==> src/rtl/mbx_pkg.sv <==
package mbx_pkg;

  // low offsets inside the control window (upper address bits = 2'b01)
  localparam int unsigned OFS_PEND = 0;
  localparam int unsigned OFS_IEN  = 1;

  // mask with the n lowest bits set
  function automatic logic [31:0] low_mask(input int n);
    logic [31:0] m;
    m = '0;
    for (int i = 0; i < 32; i++) begin
      if (i < n) m[i] = 1'b1;
    end
    return m;
  endfunction

endpackage

==> src/rtl/mbx_addr_dec.sv <==
module mbx_addr_dec #(
  parameter int ADDR_W   = 6,
  parameter int NUM_ELEM = 4,
  parameter int NUM_LOCK = 32,
  parameter int EIDX_W   = 2,
  parameter int LIDX_W   = 5
) (
  input  logic [ADDR_W-1:0] addr,
  output logic              elem_hit,
  output logic              is_data,
  output logic [EIDX_W-1:0] elem_idx,
  output logic              pend_hit,
  output logic              ien_hit,
  output logic              lock_hit,
  output logic [LIDX_W-1:0] lock_idx
);
  localparam int SLOT_W = ADDR_W - 3;

  logic [SLOT_W-1:0] slot;
  logic [ADDR_W-2:0] lock_ofs;
  logic [ADDR_W-3:0] ctl_ofs;

  always_comb begin
    slot     = addr[ADDR_W-3:1];
    lock_ofs = addr[ADDR_W-2:0];
    ctl_ofs  = addr[ADDR_W-3:0];
    elem_hit = (addr[ADDR_W-1:ADDR_W-2] == 2'b00) && (int'(slot) < NUM_ELEM);
    is_data  = addr[0];
    elem_idx = slot[EIDX_W-1:0];
    pend_hit = (addr[ADDR_W-1:ADDR_W-2] == 2'b01) && (int'(ctl_ofs) == mbx_pkg::OFS_PEND);
    ien_hit  = (addr[ADDR_W-1:ADDR_W-2] == 2'b01) && (int'(ctl_ofs) == mbx_pkg::OFS_IEN);
    lock_hit = addr[ADDR_W-1] && (int'(lock_ofs) < NUM_LOCK);
    lock_idx = lock_ofs[LIDX_W-1:0];
  end
endmodule

==> src/rtl/mbx_msg_bank.sv <==
module mbx_msg_bank #(
  parameter int DATA_W     = 32,
  parameter int NUM_ELEM   = 4,
  parameter int A_TX_ELEMS = 2,
  parameter int EIDX_W     = 2
) (
  input  logic                clk,
  input  logic                rst,
  input  logic                a_wr,
  input  logic                a_elem_hit,
  input  logic                a_is_data,
  input  logic [EIDX_W-1:0]   a_elem,
  input  logic                a_pend_hit,
  input  logic                a_ien_hit,
  input  logic [DATA_W-1:0]   a_wdata,
  input  logic                b_wr,
  input  logic                b_elem_hit,
  input  logic                b_is_data,
  input  logic [EIDX_W-1:0]   b_elem,
  input  logic                b_pend_hit,
  input  logic                b_ien_hit,
  input  logic [DATA_W-1:0]   b_wdata,
  output logic [DATA_W-1:0]   a_elem_rd,
  output logic [DATA_W-1:0]   b_elem_rd,
  output logic [NUM_ELEM-1:0] a_pend_rd,
  output logic [NUM_ELEM-1:0] b_pend_rd,
  output logic [NUM_ELEM-1:0] a_ien_rd,
  output logic [NUM_ELEM-1:0] b_ien_rd,
  output logic [NUM_ELEM-1:0] flags,
  output logic [NUM_ELEM-1:0] ien,
  output logic                irq_a,
  output logic                irq_b
);
  // bit e set: slot e is sent by A and received by B
  localparam logic [NUM_ELEM-1:0] A_TX = NUM_ELEM'(mbx_pkg::low_mask(A_TX_ELEMS));
  localparam logic [NUM_ELEM-1:0] A_RX = ~A_TX;

  logic [DATA_W-1:0]   cmd_mem [NUM_ELEM];
  logic [DATA_W-1:0]   pay_mem [NUM_ELEM];
  logic [NUM_ELEM-1:0] wr_cmd, wr_pay, set_f, clr_f, ien_we;
  logic [NUM_ELEM-1:0] ien_val;
  logic [DATA_W-1:0]   src_wd [NUM_ELEM];
  logic [NUM_ELEM-1:0] flag_q, ien_q;

  for (genvar e = 0; e < NUM_ELEM; e++) begin : g_slot
    if (e < A_TX_ELEMS) begin : g_from_a
      always_comb begin
        wr_cmd[e]  = a_wr && a_elem_hit && (int'(a_elem) == e) && !a_is_data;
        wr_pay[e]  = a_wr && a_elem_hit && (int'(a_elem) == e) &&  a_is_data;
        src_wd[e]  = a_wdata;
        clr_f[e]   = b_wr && b_pend_hit && b_wdata[e];
        ien_we[e]  = b_wr && b_ien_hit;
        ien_val[e] = b_wdata[e];
      end
    end else begin : g_from_b
      always_comb begin
        wr_cmd[e]  = b_wr && b_elem_hit && (int'(b_elem) == e) && !b_is_data;
        wr_pay[e]  = b_wr && b_elem_hit && (int'(b_elem) == e) &&  b_is_data;
        src_wd[e]  = b_wdata;
        clr_f[e]   = a_wr && a_pend_hit && a_wdata[e];
        ien_we[e]  = a_wr && a_ien_hit;
        ien_val[e] = a_wdata[e];
      end
    end
    assign set_f[e] = wr_cmd[e];
  end

  // message words: no reset, so the arrays map onto plain storage
  always_ff @(posedge clk) begin
    for (int e = 0; e < NUM_ELEM; e++) begin
      if (wr_cmd[e]) cmd_mem[e] <= src_wd[e];
      if (wr_pay[e]) pay_mem[e] <= src_wd[e];
    end
  end

  always_ff @(posedge clk) begin
    if (rst) begin
      flag_q <= '0;
      ien_q  <= '0;
      irq_a  <= 1'b0;
      irq_b  <= 1'b0;
    end else begin
      flag_q <= set_f | (flag_q & ~clr_f);
      for (int e = 0; e < NUM_ELEM; e++) begin
        if (ien_we[e]) ien_q[e] <= ien_val[e];
      end
      irq_a <= |(flag_q & ien_q & A_RX);
      irq_b <= |(flag_q & ien_q & A_TX);
    end
  end

  always_comb begin
    a_elem_rd = a_is_data ? pay_mem[a_elem] : cmd_mem[a_elem];
    b_elem_rd = b_is_data ? pay_mem[b_elem] : cmd_mem[b_elem];
    a_pend_rd = flag_q & A_RX;
    b_pend_rd = flag_q & A_TX;
    a_ien_rd  = ien_q & A_RX;
    b_ien_rd  = ien_q & A_TX;
    flags     = flag_q;
    ien       = ien_q;
  end
endmodule

==> src/rtl/mbx_lock_bank.sv <==
module mbx_lock_bank #(
  parameter int NUM_LOCK = 32,
  parameter int LIDX_W   = 5
) (
  input  logic                clk,
  input  logic                rst,
  input  logic                a_acq,
  input  logic                a_rel,
  input  logic [LIDX_W-1:0]   a_idx,
  input  logic                b_acq,
  input  logic                b_rel,
  input  logic [LIDX_W-1:0]   b_idx,
  output logic                a_bit,
  output logic                b_bit,
  output logic [NUM_LOCK-1:0] locks
);
  logic [NUM_LOCK-1:0] lock_q, lock_d;

  for (genvar i = 0; i < NUM_LOCK; i++) begin : g_lock
    logic take, drop;
    always_comb begin
      take = (a_acq && (int'(a_idx) == i)) || (b_acq && (int'(b_idx) == i));
      drop = (a_rel && (int'(a_idx) == i)) || (b_rel && (int'(b_idx) == i));
      // a free lock is claimed by any read; a taken lock only falls on a write
      lock_d[i] = lock_q[i] ? !drop : take;
    end
  end

  always_ff @(posedge clk) begin
    if (rst) lock_q <= '0;
    else     lock_q <= lock_d;
  end

  always_comb begin
    a_bit = lock_q[a_idx];
    // side A has priority on a same-cycle claim of the same lock
    b_bit = lock_q[b_idx] | (a_acq && (a_idx == b_idx));
    locks = lock_q;
  end
endmodule

==> src/rtl/ipc_mailbox.sv <==
module ipc_mailbox #(
  parameter int ADDR_W     = 6,
  parameter int DATA_W     = 32,
  parameter int NUM_ELEM   = 4,
  parameter int A_TX_ELEMS = 2,
  parameter int NUM_LOCK   = 32
) (
  input  logic              clk,
  input  logic              rst,
  input  logic              a_rd_en,
  input  logic              a_wr_en,
  input  logic [ADDR_W-1:0] a_addr,
  input  logic [DATA_W-1:0] a_wdata,
  output logic [DATA_W-1:0] a_rdata,
  output logic              a_rvalid,
  output logic              irq_a,
  input  logic              b_rd_en,
  input  logic              b_wr_en,
  input  logic [ADDR_W-1:0] b_addr,
  input  logic [DATA_W-1:0] b_wdata,
  output logic [DATA_W-1:0] b_rdata,
  output logic              b_rvalid,
  output logic              irq_b
);
  localparam int EIDX_W = (NUM_ELEM > 1) ? $clog2(NUM_ELEM) : 1;
  localparam int LIDX_W = (NUM_LOCK > 1) ? $clog2(NUM_LOCK) : 1;

  logic              a_elem_hit, a_is_data, a_pend_hit, a_ien_hit, a_lock_hit;
  logic              b_elem_hit, b_is_data, b_pend_hit, b_ien_hit, b_lock_hit;
  logic [EIDX_W-1:0] a_elem, b_elem;
  logic [LIDX_W-1:0] a_lidx, b_lidx;

  mbx_addr_dec #(.ADDR_W(ADDR_W), .NUM_ELEM(NUM_ELEM), .NUM_LOCK(NUM_LOCK),
                 .EIDX_W(EIDX_W), .LIDX_W(LIDX_W)) u_dec_a (
    .addr(a_addr), .elem_hit(a_elem_hit), .is_data(a_is_data), .elem_idx(a_elem),
    .pend_hit(a_pend_hit), .ien_hit(a_ien_hit), .lock_hit(a_lock_hit), .lock_idx(a_lidx));

  mbx_addr_dec #(.ADDR_W(ADDR_W), .NUM_ELEM(NUM_ELEM), .NUM_LOCK(NUM_LOCK),
                 .EIDX_W(EIDX_W), .LIDX_W(LIDX_W)) u_dec_b (
    .addr(b_addr), .elem_hit(b_elem_hit), .is_data(b_is_data), .elem_idx(b_elem),
    .pend_hit(b_pend_hit), .ien_hit(b_ien_hit), .lock_hit(b_lock_hit), .lock_idx(b_lidx));

  logic [DATA_W-1:0]   a_elem_rd, b_elem_rd;
  logic [NUM_ELEM-1:0] a_pend_rd, b_pend_rd, a_ien_rd, b_ien_rd;
  logic [NUM_ELEM-1:0] flags, irq_en;

  mbx_msg_bank #(.DATA_W(DATA_W), .NUM_ELEM(NUM_ELEM), .A_TX_ELEMS(A_TX_ELEMS),
                 .EIDX_W(EIDX_W)) u_msg (
    .clk(clk), .rst(rst),
    .a_wr(a_wr_en), .a_elem_hit(a_elem_hit), .a_is_data(a_is_data), .a_elem(a_elem),
    .a_pend_hit(a_pend_hit), .a_ien_hit(a_ien_hit), .a_wdata(a_wdata),
    .b_wr(b_wr_en), .b_elem_hit(b_elem_hit), .b_is_data(b_is_data), .b_elem(b_elem),
    .b_pend_hit(b_pend_hit), .b_ien_hit(b_ien_hit), .b_wdata(b_wdata),
    .a_elem_rd(a_elem_rd), .b_elem_rd(b_elem_rd),
    .a_pend_rd(a_pend_rd), .b_pend_rd(b_pend_rd),
    .a_ien_rd(a_ien_rd), .b_ien_rd(b_ien_rd),
    .flags(flags), .ien(irq_en), .irq_a(irq_a), .irq_b(irq_b));

  logic                a_lock_bit, b_lock_bit;
  logic [NUM_LOCK-1:0] locks;

  mbx_lock_bank #(.NUM_LOCK(NUM_LOCK), .LIDX_W(LIDX_W)) u_lock (
    .clk(clk), .rst(rst),
    .a_acq(a_rd_en && a_lock_hit), .a_rel(a_wr_en && a_lock_hit), .a_idx(a_lidx),
    .b_acq(b_rd_en && b_lock_hit), .b_rel(b_wr_en && b_lock_hit), .b_idx(b_lidx),
    .a_bit(a_lock_bit), .b_bit(b_lock_bit), .locks(locks));

  logic [DATA_W-1:0] a_rd_mux, b_rd_mux;

  always_comb begin
    a_rd_mux = '0;
    if (a_elem_hit)      a_rd_mux = a_elem_rd;
    else if (a_pend_hit) a_rd_mux = DATA_W'(a_pend_rd);
    else if (a_ien_hit)  a_rd_mux = DATA_W'(a_ien_rd);
    else if (a_lock_hit) a_rd_mux = DATA_W'(a_lock_bit);
    b_rd_mux = '0;
    if (b_elem_hit)      b_rd_mux = b_elem_rd;
    else if (b_pend_hit) b_rd_mux = DATA_W'(b_pend_rd);
    else if (b_ien_hit)  b_rd_mux = DATA_W'(b_ien_rd);
    else if (b_lock_hit) b_rd_mux = DATA_W'(b_lock_bit);
  end

  always_ff @(posedge clk) begin
    if (rst) begin
      a_rdata  <= '0;
      b_rdata  <= '0;
      a_rvalid <= 1'b0;
      b_rvalid <= 1'b0;
    end else begin
      a_rvalid <= a_rd_en;
      b_rvalid <= b_rd_en;
      if (a_rd_en) a_rdata <= a_rd_mux;
      if (b_rd_en) b_rdata <= b_rd_mux;
    end
  end
endmodule

==> config.mk <==
export PLATFORM = sky130hd
export DESIGN_NAME = ipc_mailbox
export DESIGN_NICKNAME = d
export VERILOG_FILES = /design/src/rtl/mbx_pkg.sv /design/src/rtl/mbx_addr_dec.sv /design/src/rtl/mbx_msg_bank.sv /design/src/rtl/mbx_lock_bank.sv /design/src/rtl/ipc_mailbox.sv
export SDC_FILE = /design/constraint.sdc
export NUM_CORES = 1
export LEC_CHECK = 0
export BUFFER_PORTS_ARGS = -buffer_cell sky130_fd_sc_hd__buf_4
export CORE_MARGIN = 1.5
export CORE_UTILIZATION = 30
export DETAILED_ROUTE_END_ITERATION = 6
export SLEW_MARGIN = 20
export SYNTH_ARGS = -nofsm -noshare
export SYNTH_HDL_FRONTEND = slang
export SYNTH_SLANG_ARGS = --single-unit
==> constraint.sdc <==
create_clock -name clk -period 9.25 [get_ports clk]
set_input_delay 0.925 -clock clk [delete_from_list [all_inputs] [get_ports clk]]
set_output_delay 0.925 -clock clk [all_outputs]
set_load 0.05 [all_outputs]
Yosys cells after proc, flatten, opt, wreduce, memory -nomap -nowiden
Memory sizes are Yosys's and may differ from the RTL's.
Index checks and enable logic that the tools add are counted.
W data, S select, Z words.
{"block": "word_totals", "elab_cells": 437, "mem_count": 2, "input_bits": 82, "ram_bits": 256, "register_bits": 108}
{"name": "u_msg.cmd_mem", "depth": 4, "width": 32, "read_ports": 2, "rd_ports_with_merged_regs": 0, "write_ports": 2, "line": "mbx_msg_bank.sv:38", "rtl": "logic [DATA_W-1:0] cmd_mem [NUM_ELEM];"}
{"name": "u_msg.pay_mem", "depth": 4, "width": 32, "read_ports": 2, "rd_ports_with_merged_regs": 0, "write_ports": 2, "line": "mbx_msg_bank.sv:39", "rtl": "logic [DATA_W-1:0] pay_mem [NUM_ELEM];"}
{"block": "classes", "n_lt_le_gt_ge": 4, "n_reduce_logical": 272, "eq_ne": 70, "bitwise_logic": 5, "mux": 74}
{"op": "$mux W32", "n": 8}
{"op": "$logic_and A1 B1 Y1", "n": 161}
{"op": "$eq A5 B5 Y1 const B", "n": 32}
{"op": "$reduce_or A32 Y1", "n": 4}
{"op": "$eq A5 B4 Y1 const B", "n": 16}
{"op": "$logic_or A1 B1 Y1", "n": 64}
{"op": "$mux W1", "n": 56}
{"op": "$eq A5 B3 Y1 const B", "n": 8}
{"op": "$logic_not A1 Y1", "n": 34}
{"op": "$eq A5 B2 Y1 const B", "n": 4}
{"op": "$lt A5 B6 Y1 const B", "n": 2}
{"op": "$mux W2", "n": 6}
{"op": "$bmux W1 S5", "n": 2}
{"op": "$eq A5 B1 Y1 const B", "n": 2}
{"op": "$logic_not A5 Y1", "n": 2}
{"op": "$and A4 B4 Y4", "n": 2}
{"op": "$eq A4 B1 Y1 const B", "n": 2}
{"op": "$logic_not A4 Y1", "n": 2}
{"op": "$mux W4", "n": 2}
{"op": "$eq A2 B1 Y1 const B", "n": 3}
{"op": "$logic_not A2 Y1", "n": 3}
{"op": "$lt A3 B3 Y1 const B", "n": 2}
{"op": "$eq A5 B5 Y1", "n": 1}
{"op": "$eq A2 B2 Y1 const B", "n": 2}
{"op": "4 further kinds", "n": 5}

Logic depth before layout (Yosys ltp)
{"block": "logic_depth", "word_depth": 9, "mapped_depth": 9}

Hierarchy
Synthesis repeated with hierarchy kept, for this count alone.
{"block": "hier_totals", "hier_cells": 1177, "area_unflattened_um2": 17574.4}
{"module": "mbx_msg_bank", "cells_each": 564, "area_per_inst_um2": 12324.3, "n_inst": 1}
{"module": "ipc_mailbox", "cells_each": 307, "area_per_inst_um2": 2718.9, "n_inst": 1}
{"module": "mbx_lock_bank", "cells_each": 276, "area_per_inst_um2": 2326.0, "n_inst": 1}
{"module": "mbx_addr_dec", "cells_each": 15, "area_per_inst_um2": 102.6, "n_inst": 2}

Worst setup path before layout
Ideal clock, no wire load.
{"block": "synth_timing", "path_type": "input-to-reg", "start": "input b_addr[1]", "end": "memory u_msg.cmd_mem[2][0], enable pin", "n_path_buf": 4, "t_arrival_ps": 3924, "t_required_ps": 8786, "slack_ps": 4863, "setup_time_ps": 464, "stages": 5, "path_cell_list": "buf_2 buf_4 buf_4 buf_2 nor3_1"}
{"item": "start: declaration", "line": "ipc_mailbox.sv:19", "rtl": "input logic [ADDR_W-1:0] b_addr,"}
{"item": "end: declaration", "line": "mbx_msg_bank.sv:38"}

==> metrics.yaml <==
synth_top_area_share: 0.454
ys_warn_count: 0
syn-mean-instance-area_sq_um: 14.7
syn_nets: 1236
antenna_found_initial: 4
synthArstFlopShare: 0
arrival_ns: 3.42
via_per_inst: 5.43
period_minus_slack_ns: 3.26
netlist-cell-type-count: 44
finalCritPeriodShare: 0.352
dp_hpwl_mm: 29.5
wire_per_inst_microns: 23.8
synth_edf_count: 256
setup_viol: 0
antenna_cells: 0
cp_data_required_time_ns: 9.41
hold_buffers: 0
fmax_mhz: 307
ys_seq_area_frac: 0.582
yosys.area.top_type: "edfxtp_1"
cp-end-kind: "flip-flop"
clkTransAtPathRegs_ns: 0.06
gp_congestion: 0.890
fin_nets: 1346
slew_viol_final: 0
ys.flop_type: "edfxtp_1"
rsz0062_at_grt: "false"
cp_common_cell: "buf_4"
cts_setup_buffers: 0
wl_mm: 48.6
crit_path_start_kind: "primary input"
drt_iter0_drc: 1001
drv_cap: 0
grt-ovfl-total: 0
slew_headroom: 0.261
max_stage_delay_ns: 0.80
area_delta_synth_final_pct: 18.1
die-area_sq_um: 57900
port-buffer-count: 149
crit_fanout: 51
grt.total_usage: 0.168
drive_gt1_frac: 0.339
finalHoldViolCount: 0
start_util: 0.306
ant_nets: 0
clockBufferDepth: 3
root_buffer: "clkbuf_16"
core_sq_um: 55400
clk_latency_ns: 0.53
worst_pin_slew_ns: 1.10
grt_max_degree: 70
status: "finished clean"
grt_pass1_vias: 11456
ys_ff_latch: 364
crit_chain: "buf_6, buf_4, nand2b_1, nor2_4, buf_4"
tns_ns: 0
htreeDepth: 2
die_y_microns: 241
critPathKind: "primary input to flip-flop"
fp-row-count: 86
drtPass1Iterations: 5
hold_path_class: "flip-flop to flip-flop"
slowest_stage: "buf_4"
leakagePower_nw: 6.50
clock_skew_ns: 0.0145
vdd_drop_max_uv: 112
cts_repair_resize_count: 0
tritoncts: "yes"
die_w_microns: 241
synth_area_leaders: "edfxtp_1 (45%), mux4_2 (19%), dfxtp_1 (13%)"
p_per_area_nw_per_um2: 180
drc_errors: 0
p_total_mw: 3.60
synthCells: 1154
numCtsBuffers: 40
vias: 11085
grt_first_pass_wirelength_mm: 72.1
clkSinkCount: 364
io_pins: 150
syn-cell-area_sq_um: 16900
## cells in the mapped netlist, types with 21 or more instances
cell type,instances
nand2_1,36
a221oi_1,24
o22ai_1,40
a211oi_1,34
edfxtp_1,256
clkbuf_1,62
nor2_1,110
mux2_2,62
nor2b_1,70
buf_2,21
nand3_1,27
mux4_2,143
dfxtp_1,108
a21oi_1,67
## flip-flops by register name, indices dropped and copies added, names as in the netlist
register / flops
a_rdata: 32
a_rvalid: 1
b_rdata: 32
b_rvalid: 1
u_lock.locks: 32
u_msg.cmd_mem: 128
u_msg.flags: 4
u_msg.ien: 4
u_msg.irq_a: 1
u_msg.irq_b: 1
u_msg.pay_mem: 128
## worst max-delay path: cells and delay by family
kind / cells / cell delay [ns]
buf+inv: 3 / 1.77
simple gates: 2 / 0.60
## cells in the final DEF (no fill, tap or decap), types with 2 or more instances in the layout
master	instances
a211oi_1	34
a21oi_1	67
a221oi_1	24
a22oi_1	4
a31oi_1	2
and2_2	2
and3_1	4
buf_4	161
buf_6	2
clkbuf_1	14
clkbuf_16	41
clkbuf_8	6
clkinv_2	4
clkinv_4	2
clkinvlp_4	2
dfxtp_1	108
edfxtp_1	256
inv_1	2
mux2_2	62
mux2i_1	11
mux4_2	143
nand2_1	36
nand2b_1	9
nand3_1	27
nand3b_1	3
nand4_1	3
nor2_1	103
nor2_4	7
nor2b_1	70
nor3_1	11
o211ai_1	2
o21ai_0	4
o221ai_1	2
o22ai_1	40
o31ai_1	2
or2_2	3
or3_1	2
xnor2_1	4
## report_power, final
group	switching, mW	leakage (nW)	internal [mW]
clock network	0.630	0.605	0.893
logic	0.180	2.72	0.127
registers	0.00947	3.18	1.76
## worst paths after layout
check | startpoint | endpoint | slack (ns) | cells after the start
setup / recovery | b_addr[1] | u_msg.cmd_mem[3][22] | 5.99 | 5
hold / removal | u_msg.ien[3] | u_msg.ien[3] | 0.48 | 2
setup reg to reg | u_lock.locks[7] | a_rdata[0] | 7.33 | 5
hold reg to reg | u_msg.ien[3] | u_msg.ien[3] | 0.48 | 2
## layout make-up
cell class                 instances  area, sq um
clock buffer                      61         1160
sequential                       364         9850
timing repair buffer             163         1230
tap                              748          936
inverter                           2         7.51
fill                            5201        35400
multi-input combinational        693         6730
clock inverter                    10         86.3
## through the flow
stage | util | cells | setup WS (ns) | area (sq um) | hold WS [ns]
after floorplan | - | 1154 | 4.86 | 16900 | 0.448
after global placement | 0.338 | 1970 | 5.44 | 18800 | 0.464
after detailed placement | 0.338 | 1970 | 5.40 | 18800 | 0.476
after CTS | 0.361 | 2041 | 5.96 | 20000 | 0.484
after global routing | 0.361 | 2041 | 5.78 | 20000 | 0.506
final | 0.361 | 2041 | 5.99 | 20000 | 0.485
## kinds of logic after synthesis
logic type	after synthesis	synth area share
AOI/OAI and AO/OA	188	0.0723
xor gates and xnor gates	5	0.00259
buffers and inverters	97	0.0246
DFF	364	0.582
muxes	216	0.238
and+or+nand+nor	284	0.0810
## metal layers
| layer | GRT usage | share of wire | vias up |
|---|---|---|---|
| met5 | 0 | 0.0013 | - |
| li1 | - | - | 4809 |
| met1 | 0.217 | 0.41 | 5706 |
| met4 | 0.0577 | 0.030 | 8 |
| met2 | 0.281 | 0.49 | 456 |
| met3 | 0.0351 | 0.071 | 106 |
Power figures use the tool's default switching activity.
